==> config.mk <==
export PLATFORM = sky130hd
export DESIGN_NAME = effective_addr_gen
export DESIGN_NICKNAME = d
export VERILOG_FILES = /design/src/rtl/eag_pkg.sv /design/src/rtl/eag_mode_dec.sv /design/src/rtl/eag_offset_add.sv /design/src/rtl/eag_ptr_locate.sv /design/src/rtl/effective_addr_gen.sv
export SDC_FILE = /design/constraint.sdc
export NUM_CORES = 1
export LEC_CHECK = 0
export BUFFER_PORTS_ARGS = -buffer_cell sky130_fd_sc_hd__buf_2
export CORE_MARGIN = 2
export CORE_UTILIZATION = 46
export DETAILED_ROUTE_END_ITERATION = 6
export PLACE_DENSITY = 0.74
export REMOVE_ABC_BUFFERS = 1
export SYNTH_ARGS = -nofsm -noshare
export SYNTH_HDL_FRONTEND = slang
export SYNTH_SLANG_ARGS = --single-unit
==> constraint.sdc <==
create_clock -name clk -period 1.09 [get_ports clk]
set_input_delay 0 -clock clk [delete_from_list [all_inputs] [get_ports clk]]
set_output_delay 0 -clock clk [all_outputs]
set_load 0.05 [all_outputs]
==> src/rtl/eag_pkg.sv <==
package eag_pkg;

  typedef enum logic [3:0] {
    AM_NONE = 4'd0,
    AM_IMM  = 4'd1,
    AM_ZPG  = 4'd2,
    AM_ZPX  = 4'd3,
    AM_ZPY  = 4'd4,
    AM_ABS  = 4'd5,
    AM_ABX  = 4'd6,
    AM_ABY  = 4'd7,
    AM_REL  = 4'd8,
    AM_IND  = 4'd9,
    AM_ZIX  = 4'd10,
    AM_ZIY  = 4'd11,
    AM_ZPI  = 4'd12,
    AM_AXI  = 4'd13
  } am_e;

  // Per-mode properties decoded once and shared by the datapath.
  typedef struct packed {
    logic [1:0] nbytes;    // operand bytes consumed
    logic       uses_ptr;  // pointer fetched from memory
    logic       zp_ptr;    // pointer lives in page zero
    logic       penalty;   // indexed read may pay a page-cross cycle
    logic       is_rel;    // branch offset mode
  } mode_info_t;

  // Page-zero sum: the carry out of the low byte is dropped.
  function automatic logic [7:0] zp_add(input logic [7:0] a, input logic [7:0] b);
    return a + b;
  endfunction

  // Full-width sum of a base and an unsigned byte.
  function automatic logic [15:0] wide_add(input logic [15:0] a, input logic [7:0] b);
    return a + {8'h00, b};
  endfunction

endpackage

==> src/rtl/eag_mode_dec.sv <==
module eag_mode_dec
  import eag_pkg::*;
(
  input  logic [3:0] mode,
  output mode_info_t info
);

  always_comb begin
    info = '0;
    case (am_e'(mode))
      AM_IMM, AM_ZPG, AM_ZPX, AM_ZPY: info.nbytes = 2'd1;
      AM_ABS:                         info.nbytes = 2'd2;
      AM_ABX, AM_ABY: begin
        info.nbytes  = 2'd2;
        info.penalty = 1'b1;
      end
      AM_REL: begin
        info.nbytes = 2'd1;
        info.is_rel = 1'b1;
      end
      AM_IND, AM_AXI: begin
        info.nbytes   = 2'd2;
        info.uses_ptr = 1'b1;
      end
      AM_ZIX, AM_ZPI: begin
        info.nbytes   = 2'd1;
        info.uses_ptr = 1'b1;
        info.zp_ptr   = 1'b1;
      end
      AM_ZIY: begin
        info.nbytes   = 2'd1;
        info.uses_ptr = 1'b1;
        info.zp_ptr   = 1'b1;
        info.penalty  = 1'b1;
      end
      default: info = '0;
    endcase
  end

endmodule

==> src/rtl/eag_offset_add.sv <==
module eag_offset_add #(
  parameter int AW         = 16,
  parameter int DW         = 8,
  parameter bit SIGNED_OFF = 1'b0
) (
  input  logic [AW-1:0] base,
  input  logic [DW-1:0] off,
  output logic [AW-1:0] sum,
  output logic          crossed
);

  localparam int EXT_W = AW - DW;

  logic [AW-1:0] off_ext;

  generate
    if (SIGNED_OFF) begin : g_sext
      assign off_ext = {{EXT_W{off[DW-1]}}, off};
    end else begin : g_zext
      assign off_ext = {{EXT_W{1'b0}}, off};
    end
  endgenerate

  assign sum     = base + off_ext;
  assign crossed = (sum[AW-1:DW] != base[AW-1:DW]);

endmodule

==> src/rtl/eag_ptr_locate.sv <==
module eag_ptr_locate
  import eag_pkg::*;
#(
  parameter int AW = 16,
  parameter int DW = 8
) (
  input  logic [3:0]    mode,
  input  mode_info_t    info,
  input  logic [DW-1:0] op_lo,
  input  logic [DW-1:0] op_hi,
  input  logic [DW-1:0] idx_x,
  output logic [AW-1:0] lo_addr,
  output logic [AW-1:0] hi_addr
);

  localparam int PW = AW - DW;

  logic [DW-1:0] zp_base, zp_next;
  logic [AW-1:0] abs_base, abs_next;

  // Page-zero pointer: pre-indexing and the step to the second byte both wrap.
  assign zp_base  = (am_e'(mode) == AM_ZIX) ? zp_add(op_lo, idx_x) : op_lo;
  assign zp_next  = zp_add(zp_base, 8'd1);

  // Absolute pointer: indexing and the step carry across pages.
  assign abs_base = (am_e'(mode) == AM_AXI) ? wide_add({op_hi, op_lo}, idx_x)
                                            : {op_hi, op_lo};
  assign abs_next = abs_base + {{(AW-1){1'b0}}, 1'b1};

  always_comb begin
    lo_addr = '0;
    hi_addr = '0;
    if (info.uses_ptr) begin
      if (info.zp_ptr) begin
        lo_addr = {{PW{1'b0}}, zp_base};
        hi_addr = {{PW{1'b0}}, zp_next};
      end else begin
        lo_addr = abs_base;
        hi_addr = abs_next;
      end
    end
  end

endmodule

==> src/rtl/effective_addr_gen.sv <==
module effective_addr_gen
  import eag_pkg::*;
#(
  parameter int AW = 16,
  parameter int DW = 8
) (
  input  logic          clk,
  input  logic          rst_n,
  input  logic          req_valid,
  input  logic [3:0]    mode,
  input  logic          read_form,
  input  logic          branch_taken,
  input  logic [AW-1:0] pc,
  input  logic [DW-1:0] op_lo,
  input  logic [DW-1:0] op_hi,
  input  logic [DW-1:0] idx_x,
  input  logic [DW-1:0] idx_y,
  input  logic [DW-1:0] ptr_lo,
  input  logic [DW-1:0] ptr_hi,
  output logic          out_valid,
  output logic [AW-1:0] eff_addr,
  output logic [AW-1:0] ptr_lo_addr,
  output logic [AW-1:0] ptr_hi_addr,
  output logic          ptr_used,
  output logic [1:0]    op_bytes,
  output logic          page_cross,
  output logic [1:0]    extra_cycles
);

  localparam int PW     = AW - DW;
  localparam int N_IDX  = 2;

  mode_info_t    info;
  logic [AW-1:0] abs_word, ptr_word, pc_next;
  logic [AW-1:0] idx_sum   [N_IDX];
  logic          idx_cross [N_IDX];
  logic [DW-1:0] idx_val   [N_IDX];
  logic [AW-1:0] post_sum, rel_sum;
  logic          post_cross, rel_cross;
  logic [AW-1:0] pla_n, pha_n, eff_n;
  logic          pcx_n;
  logic [1:0]    extra_n;
  logic [3:0]    mode_q;

  // Events brought out for the assertions.
  logic          ev_taken_far;
  logic          ev_index_cross;

  eag_mode_dec u_dec (
    .mode (mode),
    .info (info)
  );

  eag_ptr_locate #(.AW(AW), .DW(DW)) u_ptr (
    .mode    (mode),
    .info    (info),
    .op_lo   (op_lo),
    .op_hi   (op_hi),
    .idx_x   (idx_x),
    .lo_addr (pla_n),
    .hi_addr (pha_n)
  );

  assign abs_word   = {op_hi, op_lo};
  assign ptr_word   = {ptr_hi, ptr_lo};
  assign pc_next    = pc + {{(AW-1){1'b0}}, 1'b1};
  assign idx_val[0] = idx_x;
  assign idx_val[1] = idx_y;

  // Absolute indexed by X (0) and by Y (1).
  for (genvar g = 0; g < N_IDX; g++) begin : g_abs_idx
    eag_offset_add #(.AW(AW), .DW(DW), .SIGNED_OFF(1'b0)) u_add (
      .base    (abs_word),
      .off     (idx_val[g]),
      .sum     (idx_sum[g]),
      .crossed (idx_cross[g])
    );
  end

  eag_offset_add #(.AW(AW), .DW(DW), .SIGNED_OFF(1'b0)) u_post (
    .base    (ptr_word),
    .off     (idx_y),
    .sum     (post_sum),
    .crossed (post_cross)
  );

  eag_offset_add #(.AW(AW), .DW(DW), .SIGNED_OFF(1'b1)) u_rel (
    .base    (pc_next),
    .off     (op_lo),
    .sum     (rel_sum),
    .crossed (rel_cross)
  );

  always_comb begin
    eff_n = '0;
    case (am_e'(mode))
      AM_IMM: eff_n = pc;
      AM_ZPG: eff_n = {{PW{1'b0}}, op_lo};
      AM_ZPX: eff_n = {{PW{1'b0}}, zp_add(op_lo, idx_x)};
      AM_ZPY: eff_n = {{PW{1'b0}}, zp_add(op_lo, idx_y)};
      AM_ABS: eff_n = abs_word;
      AM_ABX: eff_n = idx_sum[0];
      AM_ABY: eff_n = idx_sum[1];
      AM_REL: eff_n = rel_sum;
      AM_IND, AM_ZIX, AM_ZPI, AM_AXI: eff_n = ptr_word;
      AM_ZIY: eff_n = post_sum;
      default: eff_n = '0;
    endcase
  end

  always_comb begin
    ev_index_cross = 1'b0;
    case (am_e'(mode))
      AM_ABX:  ev_index_cross = idx_cross[0];
      AM_ABY:  ev_index_cross = idx_cross[1];
      AM_ZIY:  ev_index_cross = post_cross;
      default: ev_index_cross = 1'b0;
    endcase
  end

  assign ev_taken_far = info.is_rel & branch_taken & rel_cross;
  assign pcx_n        = (info.penalty & read_form & ev_index_cross) | ev_taken_far;
  assign extra_n      = {1'b0, pcx_n} + {1'b0, info.is_rel & branch_taken};

  always_ff @(posedge clk or negedge rst_n) begin
    if (!rst_n) begin
      out_valid    <= 1'b0;
      eff_addr     <= '0;
      ptr_lo_addr  <= '0;
      ptr_hi_addr  <= '0;
      ptr_used     <= 1'b0;
      op_bytes     <= '0;
      page_cross   <= 1'b0;
      extra_cycles <= '0;
      mode_q       <= '0;
    end else begin
      out_valid <= req_valid;
      if (req_valid) begin
        eff_addr     <= eff_n;
        ptr_lo_addr  <= pla_n;
        ptr_hi_addr  <= pha_n;
        ptr_used     <= info.uses_ptr;
        op_bytes     <= info.nbytes;
        page_cross   <= pcx_n;
        extra_cycles <= extra_n;
        mode_q       <= mode;
      end
    end
  end

  AST_VALID_NEXT: assert property (@(posedge clk) disable iff (!rst_n)
    req_valid |=> out_valid);

  AST_HOLD_IDLE: assert property (@(posedge clk) disable iff (!rst_n)
    !req_valid |=> $stable(eff_addr) && $stable(page_cross));

  AST_ZP_PAGE: assert property (@(posedge clk) disable iff (!rst_n)
    out_valid && (mode_q == 4'd2 || mode_q == 4'd3 || mode_q == 4'd4)
      |-> eff_addr[AW-1:DW] == '0);

  AST_ZP_PTR_WRAP: assert property (@(posedge clk) disable iff (!rst_n)
    out_valid && (mode_q == 4'd10 || mode_q == 4'd11 || mode_q == 4'd12)
      |-> ptr_hi_addr[AW-1:DW] == '0
          && ptr_hi_addr[DW-1:0] == ptr_lo_addr[DW-1:0] + 1'b1);

  AST_CROSS_MODES: assert property (@(posedge clk) disable iff (!rst_n)
    out_valid && page_cross
      |-> (mode_q == 4'd6 || mode_q == 4'd7 || mode_q == 4'd11 || mode_q == 4'd8));

  AST_PTR_ONLY_INDIRECT: assert property (@(posedge clk) disable iff (!rst_n)
    out_valid && ptr_used |-> (mode_q >= 4'd9 && mode_q <= 4'd13));

  AST_EXTRA_NONREL: assert property (@(posedge clk) disable iff (!rst_n)
    out_valid && mode_q != 4'd8 |-> extra_cycles == {1'b0, page_cross});

endmodule

Word-level counts from Yosys, hierarchy flattened
Cells that the tools add are included.
{"block": "op_classes", "add_sub_neg": 10, "multipliers": 0, "div_mod_pow": 0, "n_lt_le_gt_ge": 0, "eq_ne": 17, "n_shift": 0, "n_mux": 13, "bitwise_logic": 5, "n_reduce_logical": 6}
{"operator": "$pmux 16 s10", "count": 1}
{"operator": "$mux 16", "count": 5}
{"operator": "$add 16x8->16", "count": 3}
{"operator": "$add 16x1->16 const B", "count": 2}
{"operator": "$ne 8x8->1", "count": 4}
{"operator": "$eq 4x4->1 const B", "count": 6}
{"operator": "$add 16x16->16", "count": 1}
{"operator": "$add 8x8->8", "count": 2}
{"operator": "$eq 4x3->1 const B", "count": 4}
{"operator": "$reduce_or 5->1", "count": 2}
{"operator": "$add 8x1->8 const B", "count": 1}
{"operator": "$eq 4x2->1 const B", "count": 2}
{"operator": "$mux 8", "count": 1}
{"operator": "$reduce_or 8->1", "count": 1}
{"operator": "$reduce_or 3->1", "count": 2}
{"operator": "$and 1x1->1", "count": 4}
{"operator": "$eq 4x1->1 const B", "count": 1}
{"operator": "$mux 1", "count": 4}
{"operator": "$pmux 2 s2", "count": 1}
{"operator": "$reduce_or 4->1", "count": 1}
{"operator": "$pmux 1 s3", "count": 1}
{"operator": "$add 1x1->2", "count": 1}
{"operator": "$or 1x1->1", "count": 1}
{"block": "totals", "regBits": 55, "latch_bits": 0, "ramBits": 0, "rom_bits": 0, "in_bits": 73, "word_cells": 59, "mem_count": 0}

Longest topological paths before layout
Gate-level depths: netlist of run 1.
{"block": "depth", "ltp_word": 7, "ltp_mapped": 16}

Modules after synthesis
From an unflattened synthesis of run 1, not the netlist that was laid out.
{"block": "hier_totals", "cells_unflattened": 991, "hier_area_um2": 8290.5}
{"module": "effective_addr_gen", "n_inst": 1, "cells_per_inst": 381, "area_each_um2": 3896.2, "seq_area_each_um2": 1376.3}
{"module": "eag_ptr_locate", "n_inst": 1, "cells_per_inst": 249, "area_each_um2": 1736.7, "seq_area_each_um2": 0.0}
{"module": "eag_offset_add at g_abs_idx[0].u_add ...", "n_inst": 2, "cells_per_inst": 71, "area_each_um2": 521.8, "seq_area_each_um2": 0.0}
{"module": "eag_offset_add at u_rel", "n_inst": 1, "cells_per_inst": 141, "area_each_um2": 1023.5, "seq_area_each_um2": 0.0}
{"module": "eag_offset_add at g_abs_idx[1].u_add", "n_inst": 1, "cells_per_inst": 61, "area_each_um2": 475.5, "seq_area_each_um2": 0.0}
{"module": "eag_mode_dec", "n_inst": 1, "cells_per_inst": 17, "area_each_um2": 115.1, "seq_area_each_um2": 0.0}

Worst setup path after synthesis of run 1
No wires, ideal clock.
{"block": "synth_timing", "path_kind": "in2reg", "startpoint": "input port pc[2]", "endpoint": "register extra_cycles[0]", "arrival_time_ps": 3256, "setup_slack_ps": -2291, "cell_stages": 15, "cell_sequence": "clkbuf_1 > and4_1 > nand4_1 > xnor2_1 > ha_1 > nor3_1 > a211o_1 > a31oi_1 > xnor3_1 > nand2_1 > or4b_1 > o31ai_1 > nand2_1 > ha_1 > mux2_2"}
{"block": "synth_via", "elab_chain_len": 6}
{"item": "start: declaration", "line": "effective_addr_gen.sv:13", "text": "input logic [AW-1:0] pc,"}
{"item": "$add 16x1->16 (*)", "line": "effective_addr_gen.sv:66", "text": "assign pc_next = pc + {{(AW-1){1'b0}}, 1'b1};"}
{"item": "$add 16x16->16", "line": "eag_offset_add.sv:24", "text": "assign sum = base + off_ext;"}
{"item": "$ne 8x8->1 (*)", "line": "eag_offset_add.sv:25", "text": "assign crossed = (sum[AW-1:DW] != base[AW-1:DW]);"}
{"item": "$and 1x1->1 (*)", "line": "effective_addr_gen.sv:121", "text": "assign ev_taken_far = info.is_rel & branch_taken & rel_cross;"}
{"item": "$or 1x1->1 (*)", "line": "effective_addr_gen.sv:122", "text": "assign pcx_n = (info.penalty & read_form & ev_index_cross) | ev_taken_far;"}
{"item": "$add 1x1->2 (*)", "line": "effective_addr_gen.sv:123", "text": "assign extra_n = {1'b0, pcx_n} + {1'b0, info.is_rel & branch_taken};"}
{"item": "net extra_n[0]", "line": "effective_addr_gen.sv:42", "text": "logic [1:0] extra_n;"}
{"item": "end signal: assignment", "line": "effective_addr_gen.sv:145", "text": "extra_cycles <= extra_n;"}
{"item": "end: declaration", "line": "effective_addr_gen.sv:27", "text": "output logic [1:0] extra_cycles"}
The timed path passes the listed nets; every way through them passes the cells marked *.
A chain may end at the register's enable or synchronous reset.

Worst setup path in the final report of run 1
{"block": "layout_timing", "startpoint": "input port pc[4]", "endpoint": "register extra_cycles[0]"}
The elaborated chain is that of the path after synthesis.

==> results of run 1 <==
## stage by stage
| stage | power [µW] | area [µm²] | cells | hold WS (ns) |
|---|---|---|---|---|
| floorplan | 5100 | 6100 | 707 | -0.296 |
| global placement | 7150 | 9090 | 1293 | 0.0187 |
| detailed placement | 7250 | 9090 | 1293 | 0.0215 |
| CTS | 9910 | 10700 | 1340 | 0.0801 |
| global route | 11700 | 11600 | 1367 | 0.0992 |
| finish | 11400 | 11600 | 1367 | 0.0734 |
## registers in the layout, summed over array words and instances (netlist names)
register      count
ptr_hi_addr      16
page_cross        1
eff_addr         16
out_valid         1
extra_cycles      2
ptr_lo_addr      16
op_bytes          2
ptr_used          1
## worst max-delay path, delay by kind of cell
kind | cells | cell delay (ns)
compound gates | 2 | 0.46
xor+xnor | 3 | 0.42
fa+ha+maj | 2 | 0.48
buf+inv | 2 | 0.28
mux | 1 | 0.25
simple gates | 6 | 1.56
## path summary, 6_finish.rpt
kind	start	endpoint	slack (ns)	cells past startpoint
worst max-delay path	pc[4]	extra_cycles[0]	-2.15	16
worst min-delay path	ptr_hi[7]	eff_addr[15]	0.07	3
worst max register to register	eff_addr[15]	eff_addr[15]	-0.06	4
worst min register to register	ptr_lo_addr[12]	ptr_lo_addr[12]	0.49	1
max in group asynchronous	rst_n	ptr_lo_addr[13]	0.61	3
min in group asynchronous	rst_n	ptr_lo_addr[1]	0.21	3
## cells in the final DEF (no fill, tap or decap), types with 15 or more instances in the layout
cell,count
a21oi_2,15
buf_2,119
ha_4,15
o21ai_1,19
nor2_1,33
xor2_1,27
a21o_1,15
dfrtp_1,55
inv_1,19
buf_4,273
xnor2_1,37
nand2_1,60
nand3_1,16
a21oi_1,16
buf_6,67
ha_1,28
## final cells by class
type,count,area share
clock buffers,5,0.0108
well taps,176,0.0190
flip-flops and latches,55,0.119
multi-input cells,627,0.526
clock inverters,3,0.00237
inverters,25,0.00808
repair buffers,476,0.315
## cells by family (layout without fill, tap and decap cells)
| logic type | Yosys count | count (layout) | share of synthesized area |
|---|---|---|---|
| and+or+nand+nor | 221 | 221 | 0.173 |
| AOI/OAI and AO/OA | 252 | 252 | 0.302 |
| buffers and inverters | 63 | 509 | 0.0431 |
| muxes | 14 | 14 | 0.0233 |
| xor gates and xnor gates | 91 | 91 | 0.136 |
| adders and majority gates | 49 | 49 | 0.102 |
| DFF | 55 | 55 | 0.219 |
## power groups by stage
| stage | logic (µW) | registers, µW | clock network, µW |
|---|---|---|---|
| 3_3_place_gp | 4740 | 2410 | 0 |
| 6_report | 7200 | 2410 | 1770 |
| 4_1_cts | 5800 | 2380 | 1730 |
| 3_5_place_dp | 4830 | 2420 | 0 |
| 5_1_grt | 7390 | 2430 | 1870 |
| 2_1_floorplan | 1910 | 3190 | 0 |
## routing by layer
metal  vias up  wire, µm  global-route usage
met5         -         0                   0
met4         0      4790               0.245
met3       526      5480              0.0632
met2      1070     16100               0.665
met1      4414     12100               0.478
li1       3728         -                   -
## what timing repair did
item | CTS | global route
hold buffers | 1 | 0
setup endpoints to repair | 52 | 52
pin swaps | 104 | 98
gates resized for setup | 260 | 138
buffers inserted | 44 | 38
endpoints found under the hold margin | 55 | 0
==> impl_metrics.toml, run 1 <==
[run_status]
status = "finished with violations"
violations = "DRC, setup timing"

[timing]
fmax_mhz = 308
setup_viol = 53
finalCriticalPeriod_ns = 3.24
worst_pin_slew_ns = 0.615
grt_setup_unrepaired = "yes"
fin_skew_ns = 0
setup_ws_ns = -2.15
fin_crit_sh = 2.98
hold_viol_final = 0
tns_ns = -60.86
final_max_slew_viol_count = 0
maxSlewHeadroom = 0.588

[detailed_routing]
drc = 147
via_per_inst = 7.12
detail-route-antenna-nets = 0
postRouteWirelength_um = 38500
avgRoutedWirePerCell_um = 28.2
drtIter0Drc = 2061
first_pass_iters = 7
vias = 9738

[grt]
grt_overflow_total = 0
track_usage = 0.398
grt_max_degree = 56
grt_pass1_vias = 8753
antenna_found_initial = 1
grt_pass1_wl_um = 45600

[setup_path]
cpMostUsedCell = "nor2_1"
path_class = "in -> reg"
start_kind = "primary input"
critPathSlowestCell = "or4b_4"
critPathMaxFanout = 3
max_stage_delay_ns = 0.56
arrival_ns = 3.46
worst_ep_required_time_ns = 1.30
cp_cell_sequence = "buf_2, and3_4, nand3_2, nor2_1, xor2_1, ha_1, buf_4, nor2_1, a22oi_2, xnor2_2, xnor2_1, or4b_4, o31ai_4, nand2_2, ha_4, mux2_4"
end_kind = "flop"

[yosys]
netlist_instances = 745
synthTopCellsByArea = "dfrtp_1 22%, ha_1 9.0%, xnor2_1 7.8%, xor2_1 4.3%, nand2_1 3.9%"
synth.most_common_cell = "nand2_1"
syn_avg_cell_area_um2 = 8.42
synth_edf_count = 0
synth-main-ff-cell = "dfrtp_1"
yosysTopAreaCell = "dfrtp_1"
synth_seq_cells = 55
syn_area_um2 = 6280
synthDistinctLibCells = 80
yosys_warnings = 0
async_flop_share = 1.00
yosysSeqAreaShare = 0.219
synth_top_cell_area_share = 0.219
netlist_top_cells_count = "65 x nand2_1, 56 x xnor2_1, 55 x dfrtp_1, 49 x nor2_1, 45 x ha_1"

[power_and_ir_drop]
leakagePower_uw = 0.00532
p_per_area_nw_per_um2 = 981
combPwrFrac = 0.632
seqPwrFrac = 0.212
p_clk_frac = 0.156
switchingPower_uw = 5170
ir_worst_vdd_mv = 0.666
p_int_uw = 6220
sw_frac_of_total = 0.454

[layout]
fillCellCount = 564
diodes = 0
seq_area_um2 = 1380
nets = 1312
synthToLayoutAreaGrowth_pct = 85.0
final_core_util = 0.873
layout-drive-gt1-share = 0.584
multi_input_area_um2 = 6110

[placement]
gp_congestion = 0.997
pre_cts_slack_ns = -2.58
io_buffers = 127
dp_hpwl_um = 18300

[die]
dieArea_um2 = 14600
die_y_um = 121
initial_utilization = 0.472
pin_count = 128
die_x_um = 121
core_area_um2 = 13300
placementRows = 42

[hold_path]
hold_path_class = "in -> reg"

[clocking]
cts_num_sinks = 55
htreeDepth = 2
clock_latency_ns = 0.31
numCtsBuffers = 5
clk_pin_slew_ns = 0.09
cts_tree = "done"
clock-root-buffer = "clkbuf_16"
clock_path_buffers = 2

[flow_run]
cap_violations = 0
Note: power is estimated with default switching activity, not from simulation.
==> inputs of run 2 (changes only) <==
--- a/config.mk
+++ b/config.mk
@@ -10,7 +10,6 @@
 export CORE_UTILIZATION = 46
 export DETAILED_ROUTE_END_ITERATION = 6
 export PLACE_DENSITY = 0.74
-export REMOVE_ABC_BUFFERS = 1
 export SYNTH_ARGS = -nofsm -noshare
 export SYNTH_HDL_FRONTEND = slang
 export SYNTH_SLANG_ARGS = --single-unit
==> impl_metrics.toml, run 2 (synthesized netlist as in run 1, its figures left out) <==
[run_status]
status = "finished with violations"
violations = "setup timing"

[clocking]
htreeDepth = 2
clock_path_buffers = 2
clock_latency_ns = 0.30
cts_num_sinks = 55
clk_pin_slew_ns = 0.08
cts_tree = "done"
numCtsBuffers = 5
clock-root-buffer = "clkbuf_16"

[detailed_routing]
drc = 0
avgRoutedWirePerCell_um = 22.8
via_per_inst = 6.33
postRouteWirelength_um = 31400
drtIter0Drc = 1141
first_pass_iters = 6
vias = 8716
detail-route-antenna-nets = 0

[grt]
grt_pass1_vias = 8199
grt_max_degree = 56
grt_pass1_wl_um = 40900
antenna_found_initial = 0
track_usage = 0.354
grt_overflow_total = 0

[setup_path]
r2r_start = "eff_addr[15]"
worstRegToRegCells = 4
arrival_ns = 3.39
end_kind = "flop"
critPathMaxFanout = 3
worst_ep_required_time_ns = 1.29
r2r_setup_slack_ns = -0.02
path_class = "in -> reg"
reg2reg_to = "eff_addr[15]"
crit_path_end = "extra_cycles[0]"
crit_start = "pc[0]"
start_kind = "primary input"

[die]
placementRows = 42
core_area_um2 = 13300
pin_count = 128
initial_utilization = 0.472
die_x_um = 121
die_y_um = 121
dieArea_um2 = 14600

[power_and_ir_drop]
leakagePower_uw = 0.00537
combPwrFrac = 0.625
seqPwrFrac = 0.217
p_int_uw = 6260
p_clk_frac = 0.158
switchingPower_uw = 4760
p_per_area_nw_per_um2 = 939
sw_frac_of_total = 0.432
ir_worst_vdd_mv = 0.614

[flow_run]
cap_violations = 0

[hold_path]
hold_path_class = "in -> reg"

[layout]
layout_commonest_cell = "buf_4"
reg_top3 = "eff_addr x16, ptr_hi_addr x16, ptr_lo_addr x16"
layout-drive-gt1-share = 0.598
synthToLayoutAreaGrowth_pct = 87.0
nets = 1321
fillCellCount = 638
final_cell_mix = "301 x buf_4, 118 x buf_2, 59 x nand2_1, 55 x dfrtp_1, 46 x buf_6"
final_core_util = 0.883
diodes = 0

[placement]
io_buffers = 127
dp_hpwl_um = 19400
gp_congestion = 0.952

[timing]
setup_viol = 51
maxSlewHeadroom = 0.645
fin_crit_sh = 2.92
finalCriticalPeriod_ns = 3.19
fmax_mhz = 314
worst_pin_slew_ns = 0.533
final_max_slew_viol_count = 0
hold_viol_final = 0
tns_ns = -52.48
setup_ws_ns = -2.10
fin_skew_ns = 0
grt_setup_unrepaired = "yes"

[yosys]
synth_fp_nets = 867
-- run 2: worst min path at each step --
stage                   start        endpoint  slack (ns)  cells after the start
floorplan               rst_n     eff_addr[0]       -0.30                      0
global placement        rst_n  ptr_hi_addr[2]        0.02                      2
detailed placement      rst_n  ptr_lo_addr[0]        0.02                      2
CTS                 read_form      page_cross       -0.01                      3
global route        read_form      page_cross        0.05                      3
finish              read_form      page_cross        0.05                      3
-- run 2: metrics by stage --
stage | cells | setup WS, ns | hold slack (ns) | total power (µW) | area (µm²)
2_1_floorplan | 745 | -1.99 | -0.296 | 5610 | 7040
3_3_place_gp | 1310 | -2.33 | 0.0173 | 7710 | 9950
3_5_place_dp | 1310 | -2.42 | 0.0213 | 7820 | 9950
4_1_cts | 1344 | -2.00 | -0.0127 | 10000 | 10900
5_1_grt | 1376 | -2.16 | 0.0520 | 11400 | 11700
6_report | 1376 | -2.10 | 0.0497 | 11000 | 11700
-- run 2: power by group through the flow --
stage          sequential, µW  combinational (µW)  clock, µW
6_report                 2390                6890       1740
3_5_place_dp             2420                5390          0
5_1_grt                  2410                7160       1790
2_1_floorplan            3190                2420          0
3_3_place_gp             2410                5300          0
4_1_cts                  2390                5890       1740
-- run 2: cell type report --
cell class	count	area, µm²	area share
multi-input cells	628	6220	0.530
repair buffers	484	3680	0.313
flip-flops and latches	55	1380	0.117
well taps	176	220	0.0188
clock buffers	5	125	0.0107
inverters	25	93.8	0.00799
clock inverters	3	27.5	0.00235
-- run 2: timing repair --
item | CTS | global route
gates cloned | 1 | 0
hold endpoints to repair | 57 | 0
resized for setup | 121 | 121
hold buffers | 2 | 0
setup buffers | 31 | 44
endpoints found under the setup margin | 52 | 52
pin swaps | 95 | 109
-- run 2: worst max-delay path: stages --
cell	delay [ns]
buf_8	0.08
ha_4	0.13
and4_4	0.24
nand4_1	0.16
xnor2_2	0.31
ha_4	0.26
a21oi_4	0.14
o21a_1	0.15
o31a_1	0.22
xor3_1	0.26
nand2_1	0.07
or4b_4	0.53
o31ai_4	0.23
nand2_2	0.12
ha_4	0.22
mux2_4	0.25
-- run 2: metal layers --
metal  global-route usage  wire length, µm  vias up
li1                     -                -     3753
met1                0.415            11100     4134
met2                0.635            15600      622
met3               0.0472             2550      207
met4                0.166             2170        0
met5                    0                0        -
